--- config.mk ---
export PLATFORM = sky130hd
export DESIGN_NAME = refill_cwf_unit
export DESIGN_NICKNAME = d
export VERILOG_FILES = /design/src/rtl/refill_pkg.sv /design/src/rtl/refill_order.sv /design/src/rtl/refill_ctrl.sv /design/src/rtl/refill_linebuf.sv /design/src/rtl/refill_cwf_unit.sv
export SDC_FILE = /design/constraint.sdc
export NUM_CORES = 1
export LEC_CHECK = 0
export BUFFER_PORTS_ARGS = -buffer_cell sky130_fd_sc_hd__buf_2
export CELL_PAD_IN_SITES_DETAIL_PLACEMENT = 1
export CELL_PAD_IN_SITES_GLOBAL_PLACEMENT = 2
export CORE_ASPECT_RATIO = 0.9
export CORE_MARGIN = 1.5
export CORE_UTILIZATION = 25
export CTS_CLUSTER_DIAMETER = 30
export DETAILED_ROUTE_END_ITERATION = 12
export PLACE_DENSITY_LB_ADDON = 0.1
export SKIP_CTS_REPAIR_TIMING = 1
export SYNTH_ARGS = -nofsm -noshare
export SYNTH_HDL_FRONTEND = slang
export SYNTH_HIERARCHICAL = 1
export SYNTH_SLANG_ARGS = --single-unit
export TNS_END_PERCENT = 100
--- constraint.sdc ---
create_clock -name clk -period 3.4 [get_ports clk]
set_input_delay 0.68 -clock clk [delete_from_list [all_inputs] [get_ports clk]]
set_output_delay 0.68 -clock clk [all_outputs]
set_load 0.03 [all_outputs]
--- src/rtl/refill_pkg.sv ---
package refill_pkg;

  typedef enum logic {
    MODE_ASCEND = 1'b0,
    MODE_WRAP   = 1'b1
  } fill_mode_e;

  typedef enum logic [1:0] {
    ST_IDLE  = 2'd0,
    ST_FETCH = 2'd1,
    ST_WRITE = 2'd2
  } fill_state_e;

endpackage

--- src/rtl/refill_order.sv ---
module refill_order
  import refill_pkg::*;
#(
  parameter int WORDS = 8,
  localparam int OFF_W = $clog2(WORDS)
) (
  input  fill_mode_e       mode,
  input  logic [OFF_W-1:0] crit,
  input  logic [OFF_W-1:0] idx,
  output logic [OFF_W-1:0] off
);

  // Position of the idx-th word of a burst inside the line.
  // WORDS is a power of two, so the OFF_W-bit sum wraps modulo the line size.
  function automatic logic [OFF_W-1:0] word_order(input fill_mode_e m,
                                                  input logic [OFF_W-1:0] c,
                                                  input logic [OFF_W-1:0] k);
    if (m == MODE_WRAP) return c + k;
    return k;
  endfunction

  assign off = word_order(mode, crit, idx);

endmodule

--- src/rtl/refill_ctrl.sv ---
module refill_ctrl
  import refill_pkg::*;
#(
  parameter int WORDS = 8,
  localparam int OFF_W = $clog2(WORDS),
  localparam int CNT_W = OFF_W + 1
) (
  input  logic             clk,
  input  logic             rst_n,
  input  logic             miss_fire,
  input  logic             req_fire,
  input  logic             beat_fire,
  output fill_state_e      state,
  output logic             req_open,
  output logic [OFF_W-1:0] req_idx,
  output logic [OFF_W-1:0] rsp_idx,
  output logic             first_beat,
  output logic             last_beat
);

  fill_state_e      state_q;
  logic [CNT_W-1:0] req_cnt;
  logic [OFF_W-1:0] rsp_cnt;

  assign last_beat  = beat_fire && (rsp_cnt == OFF_W'(WORDS - 1));
  assign first_beat = beat_fire && (rsp_cnt == '0);

  always_ff @(posedge clk or negedge rst_n) begin
    if (!rst_n) begin
      state_q <= ST_IDLE;
    end else begin
      unique case (state_q)
        ST_IDLE:  if (miss_fire) state_q <= ST_FETCH;
        ST_FETCH: if (last_beat) state_q <= ST_WRITE;
        ST_WRITE: state_q <= ST_IDLE;
        default:  state_q <= ST_IDLE;
      endcase
    end
  end

  always_ff @(posedge clk or negedge rst_n) begin
    if (!rst_n) begin
      req_cnt <= '0;
      rsp_cnt <= '0;
    end else if (miss_fire) begin
      req_cnt <= '0;
      rsp_cnt <= '0;
    end else begin
      if (req_fire)  req_cnt <= req_cnt + 1'b1;
      if (beat_fire) rsp_cnt <= rsp_cnt + 1'b1;
    end
  end

  assign state    = state_q;
  assign req_open = (state_q == ST_FETCH) && (req_cnt < CNT_W'(WORDS));
  assign req_idx  = req_cnt[OFF_W-1:0];
  assign rsp_idx  = rsp_cnt;

endmodule

--- src/rtl/refill_linebuf.sv ---
module refill_linebuf #(
  parameter int WORDS  = 8,
  parameter int DATA_W = 32,
  localparam int OFF_W = $clog2(WORDS)
) (
  input  logic                    clk,
  input  logic                    wr_en,
  input  logic [OFF_W-1:0]        wr_off,
  input  logic [DATA_W-1:0]       wr_data,
  output logic [WORDS*DATA_W-1:0] line
);

  for (genvar g = 0; g < WORDS; g++) begin : g_word
    logic [DATA_W-1:0] word_q;
    always_ff @(posedge clk) begin
      if (wr_en && (wr_off == OFF_W'(g))) word_q <= wr_data;
    end
    assign line[g*DATA_W +: DATA_W] = word_q;
  end

endmodule

--- src/rtl/refill_cwf_unit.sv ---
module refill_cwf_unit
  import refill_pkg::*;
#(
  parameter int ADDR_W = 16,
  parameter int DATA_W = 32,
  parameter int WORDS  = 8,
  localparam int OFF_W   = $clog2(WORDS),
  localparam int LINE_AW = ADDR_W - OFF_W
) (
  input  logic                    clk,
  input  logic                    rst_n,
  input  logic                    miss_valid,
  output logic                    miss_ready,
  input  logic [ADDR_W-1:0]       miss_addr,
  input  logic                    miss_mode,
  output logic                    mem_req_valid,
  input  logic                    mem_req_ready,
  output logic [ADDR_W-1:0]       mem_req_addr,
  input  logic                    mem_rsp_valid,
  input  logic [DATA_W-1:0]       mem_rsp_data,
  output logic                    cpu_rsp_valid,
  output logic [DATA_W-1:0]       cpu_rsp_data,
  output logic                    line_wr_valid,
  output logic [LINE_AW-1:0]      line_wr_addr,
  output logic [WORDS*DATA_W-1:0] line_wr_data
);

  // Named internal events, also used by the bound checker
  logic             miss_fire;
  logic             req_fire;
  logic             beat_fire;
  logic             crit_hit;
  logic             first_beat;
  logic             first_beat_wrap;
  logic             last_beat;
  logic             req_open;

  fill_state_e      state;
  fill_mode_e       mode_q;
  logic [LINE_AW-1:0] line_q;
  logic [OFF_W-1:0] crit_q;
  logic [OFF_W-1:0] req_idx;
  logic [OFF_W-1:0] rsp_idx;
  logic [OFF_W-1:0] req_off;
  logic [OFF_W-1:0] rsp_off;

  assign miss_ready = (state == ST_IDLE);
  assign miss_fire  = miss_valid && miss_ready;
  assign req_fire   = mem_req_valid && mem_req_ready;
  assign beat_fire  = mem_rsp_valid && (state == ST_FETCH);

  // Miss context captured once, at acceptance
  always_ff @(posedge clk or negedge rst_n) begin
    if (!rst_n) begin
      line_q <= '0;
      crit_q <= '0;
      mode_q <= MODE_ASCEND;
    end else if (miss_fire) begin
      line_q <= miss_addr[ADDR_W-1:OFF_W];
      crit_q <= miss_addr[OFF_W-1:0];
      mode_q <= fill_mode_e'(miss_mode);
    end
  end

  refill_ctrl #(.WORDS(WORDS)) u_ctrl (
    .clk        (clk),
    .rst_n      (rst_n),
    .miss_fire  (miss_fire),
    .req_fire   (req_fire),
    .beat_fire  (beat_fire),
    .state      (state),
    .req_open   (req_open),
    .req_idx    (req_idx),
    .rsp_idx    (rsp_idx),
    .first_beat (first_beat),
    .last_beat  (last_beat)
  );

  // One order generator for the request stream and one for the returning beats
  refill_order #(.WORDS(WORDS)) u_req_order (
    .mode (mode_q),
    .crit (crit_q),
    .idx  (req_idx),
    .off  (req_off)
  );

  refill_order #(.WORDS(WORDS)) u_rsp_order (
    .mode (mode_q),
    .crit (crit_q),
    .idx  (rsp_idx),
    .off  (rsp_off)
  );

  assign mem_req_valid = req_open;
  assign mem_req_addr  = {line_q, req_off};

  // Forwarding path: the missed word passes straight through on its beat
  assign crit_hit        = beat_fire && (rsp_off == crit_q);
  assign first_beat_wrap = first_beat && (mode_q == MODE_WRAP);
  assign cpu_rsp_valid   = crit_hit;
  assign cpu_rsp_data    = mem_rsp_data;

  refill_linebuf #(.WORDS(WORDS), .DATA_W(DATA_W)) u_buf (
    .clk     (clk),
    .wr_en   (beat_fire),
    .wr_off  (rsp_off),
    .wr_data (mem_rsp_data),
    .line    (line_wr_data)
  );

  assign line_wr_valid = (state == ST_WRITE);
  assign line_wr_addr  = line_q;

endmodule

== Word level (Yosys, flattened, before mapping) ==
Cells that the tools add are included.

* Reduce and logical (&&, ||, !) cells: 19
* Add/sub/neg operators: 4
* Eq/ne operators: 13
* Muxes and demuxes: 12
* Magnitude comparators: 1

{| class="wikitable"
|+ Operators with widths
! kind !! number
|-
| $mux 3 || 6
|-
| $eq 3x3->1 const B || 5
|-
| $logic_and 1x1->1 || 14
|-
| $mux 4 || 2
|-
| $add 3x3->3 || 2
|-
| $eq 3x2->1 const B || 2
|-
| $add 4x1->4 const B || 1
|-
| $lt 4x4->1 const B || 1
|-
| $mux 2 || 2
|-
| $pmux 2 s2 || 1
|-
| $reduce_bool 2->1 || 2
|-
| $add 3x1->3 const B || 1
|-
| $eq 3x1->1 const B || 1
|-
| $eq 3x3->1 || 1
|-
| $logic_not 3->1 || 1
|-
| $eq 2x1->1 const B || 1
|-
| $eq 2x2->1 const B || 1
|-
| $logic_not 2->1 || 1
|-
| $ne 2x1->1 const B || 1
|-
| $ne 2x2->1 const B || 1
|-
| $reduce_and 2->1 || 1
|-
| $mux 1 || 1
|}

* Input port bits: 54
* Bits in registers: 282
* Output and inout port bits: 321

== Logic depth before layout (Yosys ltp) ==
* Depth in word-level cells: 5
* Depth in mapped cells: 7

== Cells and area by module ==
The synthesis kept the hierarchy.

{| class="wikitable"
|+ By module, submodules not included
! module !! instances !! cells an instance !! area each (um^2) !! seq. area each (um^2)
|-
| refill_linebuf || 1 || 264 || 7783.7 || 7687.4
|-
| refill_cwf_unit || 1 || 90 || 1096.1 || 425.4
|-
| refill_ctrl || 1 || 46 || 471.7 || 225.2
|-
| refill_order || 2 || 7 || 76.3 || 0.0
|}

== Worst setup path after synthesis ==
OpenSTA, ideal clock, no wires.

* Path type: flip-flop to flip-flop
* From: reg crit_q[0]
* To: reg u_buf.g_word[0].word_q[0] (enable)
* Clock period less this slack: 3.712 ns
* Stages on the path, launching flop included: 7
* Arrival time: 3.271 ns
* Data required time: 2.959 ns
* Setup slack: -0.312 ns
* Buffers on the path: 0
* Cells stage by stage: dfrtp_1 ha_1 fa_1 xor2_1 nand2_1 xnor2_1 nor4b_2

* Longest elaborated chain between the ends: 5

{| class="wikitable"
|+ Ends and longest elaborated chain
! element !! line !! source
|-
| from (decl) || refill_cwf_unit.sv:41 || <nowiki>logic [OFF_W-1:0] crit_q;</nowiki>
|-
| from (signal assigned) || refill_cwf_unit.sv:60 || <nowiki>crit_q <= miss_addr[OFF_W-1:0];</nowiki>
|-
| $add 3x3->3 || refill_order.sv:18 || <nowiki>if (m == MODE_WRAP) return c + k;</nowiki>
|-
| $mux 3 || refill_order.sv:18 ||
|-
| $mux 3 || refill_order.sv:19 || <nowiki>return k;</nowiki>
|-
| named net rsp_off[2] || refill_cwf_unit.sv:45 || <nowiki>logic [OFF_W-1:0] rsp_off;</nowiki>
|-
| $logic_not 3->1 || refill_linebuf.sv:16 || <nowiki>if (wr_en && (wr_off == OFF_W'(g))) word_q <= wr_data;</nowiki>
|-
| $logic_and 1x1->1 || refill_linebuf.sv:16 ||
|-
| to (signal assigned) || refill_linebuf.sv:16 ||
|-
| to (decl) || refill_linebuf.sv:14 || <nowiki>logic [DATA_W-1:0] word_q;</nowiki>
|}

The timed path passes the listed nets, and every way through them passes these cells. The select of a mux whose other input is x is not followed.
A chain may end at the register's enable or synchronous reset.

== Worst setup path in the final report ==
* From: reg crit_q[0]
* To: out cpu_rsp_valid

* Longest elaborated chain between the ends: 5

{| class="wikitable"
|+ Ends and longest elaborated chain
! element !! line !! source
|-
| $add 3x3->3 || refill_order.sv:18 ||
|-
| $mux 3 || refill_order.sv:18 ||
|-
| $mux 3 || refill_order.sv:19 ||
|-
| named net rsp_off[2] || refill_cwf_unit.sv:45 ||
|-
| $eq 3x3->1 || refill_cwf_unit.sv:98 || <nowiki>assign crit_hit = beat_fire && (rsp_off == crit_q);</nowiki>
|-
| $logic_and 1x1->1 || refill_cwf_unit.sv:98 ||
|-
| to (decl) || refill_cwf_unit.sv:21 || <nowiki>output logic cpu_rsp_valid,</nowiki>
|}

The timed path passes the listed nets, and every way through them passes these cells. The select of a mux whose other input is x is not followed.

==> impl_metrics.json <==
{
  "wl_per_cell_microns": 20.4,
  "worstPathMaxFanout": 4,
  "drive_gt1_share_pct": 61.2,
  "syn_nets": 474,
  "postRouteWirelength_mm": 27.7,
  "rows": 67,
  "max_slew_margin_pct": 22.2,
  "dp_cells": 1226,
  "drv_slew": 0,
  "final_core_util_pct": 38.0,
  "synthesis.area_sq_um": 9500,
  "io_pins": 375,
  "regArea_sq_um": 8340,
  "drc_errors": 0,
  "drt_iter0_drc": 193,
  "power_density_nw_per_um2": 1120,
  "leakage_nw": 5.70,
  "start_util_pct": 25.5,
  "diodes": 0,
  "finalHoldViolCount": 0,
  "crit_path_end_kind": "output pin",
  "ys.warnings.count": 6,
  "cts_buffers": 72,
  "dieArea_sq_um": 39200,
  "crit_chain": "ha_1, fa_1, xor2_1, nand2_2, xnor2_4, xnor2_1, and4_1, buf_4",
  "crit_family": "adder cells",
  "tightest_slew_ns": 1.17,
  "dp_hpwl_mm": 18.4,
  "slowest_stage": "dfrtp_1",
  "nNetsFinal": 880,
  "multi_input_area_sq_um": 782,
  "die_w_microns": 208,
  "vias": 5414,
  "grt-ovfl-total": 0,
  "cts_max_path_buffers": 3,
  "core_region_area_sq_um": 37300,
  "layout_common_cells": "buf_2, edfxtp_1, clkbuf_16, dfrtp_1, mux2_2",
  "cp_data_required_time_ns": 2.72,
  "ir_worst_vdd_mv": 0.413,
  "path_clk_slew_ns": 0.05,
  "clock_latency_ns": 0.56,
  "clock-sinks": 282,
  "drtPass1Iterations": 4,
  "fin_cells": 1359,
  "cts-root-buf": "clkbuf_16",
  "min_period_ns": 3.30,
  "start_kind": "register",
  "syn_to_final_growth_pct": 49.4,
  "layout_commonest_cell": "buf_2",
  "postSynthAreaPerCell_sq_um": 23.1,
  "finalCritPeriodShare_pct": 97.0,
  "critical_path_class": "register to output pin",
  "cts_tree": "done",
  "grt_pass1_vias": 5741,
  "final_antenna_net_count": 0,
  "via_per_inst": 3.98,
  "synthCells": 412,
  "grt_pass1_wl_mm": 40.2,
  "status": "finished, final reports clean",
  "worst-path-buf-inv": 1,
  "antenna_found_initial": 0,
  "finClkSkew_ns": 0.0160,
  "grt_start_max_net_pins": 33,
  "finalSetupViolCount": 0,
  "whs_ns": 0.161,
  "portBuffers": 374,
  "die_y_microns": 188,
  "min_path_type": "input pin to asynchronous set/reset pin",
  "slowest_delay_ns": 0.41,
  "clock.fmax_mhz": 303,
  "h-tree-depth": 3,
  "gp_routability_congestion": 0.779,
  "fillCellCount": 3760,
  "drv_cap": 0,
  "globalRouteTotalUtil_pct": 14.1,
  "worstPathArrival_ns": 2.62
}
-- power by group --
part | total [W] | internal (W) | switching, W
clock network | 0.00663 | 0.00452 | 0.00211
registers | 0.00515 | 0.00480 | 0.000347
logic | 0.00410 | 0.00111 | 0.00299
total | 0.0159 | 0.0104 | 0.00545
-- per-layer routing --
metal | wire length, microns | track usage (%) | vias to the layer above
met1 | 11600 | 17.2 | 2710
met4 | 687 | 6.04 | 0
met5 | 0 | 0 | -
met2 | 13300 | 22.6 | 259
li1 | - | - | 2382
met3 | 2100 | 4.92 | 63
-- registers in the layout, indices dropped and copies added (netlist names) --
signal,flops
u_ctrl/state,2
crit_q,3
mode_q,1
u_ctrl/rsp_idx,3
u_ctrl/req_cnt,4
u_buf/g_word.word_q,256
line_wr_addr,13
-- through the flow --
step           setup TNS [ns]  total power [W]  area, sq um  worst slack, ns
4_1_cts                -0.375           0.0161        14200           -0.375
3_5_place_dp                0          0.00934        11700            0.213
5_1_grt               -0.0204           0.0165        14200          -0.0204
6_report                    0           0.0159        14200            0.101
2_1_floorplan               0          0.00792         9510            0.409
3_3_place_gp                0          0.00930        11700            0.264
-- worst paths after layout --
kind                                 start                          to  slack [ns]  depth (start not counted)
setup / recovery                 crit_q[0]               cpu_rsp_valid        0.10                          8
hold / removal                       rst_n            line_wr_addr[10]        0.16                          1
setup reg to reg                 crit_q[0]  u_buf/g_word[3].word_q[18]        0.24                          7
hold reg to reg            line_wr_addr[6]             line_wr_addr[6]        0.53                          1
max in group asynchronous            rst_n                      mode_q        2.82                          1
min in group clk             miss_addr[13]            line_wr_addr[10]        0.36                          2
-- final cells by class --
cell class,instances,area share (%)
tap,483,4.26
timing repair buffer,384,14.3
inverter,3,0.0793
sequential,282,58.7
clock buffer,83,13.2
clock inverter,49,3.94
multi-input combinational,75,5.51
(Power assumes the default switching activity.)
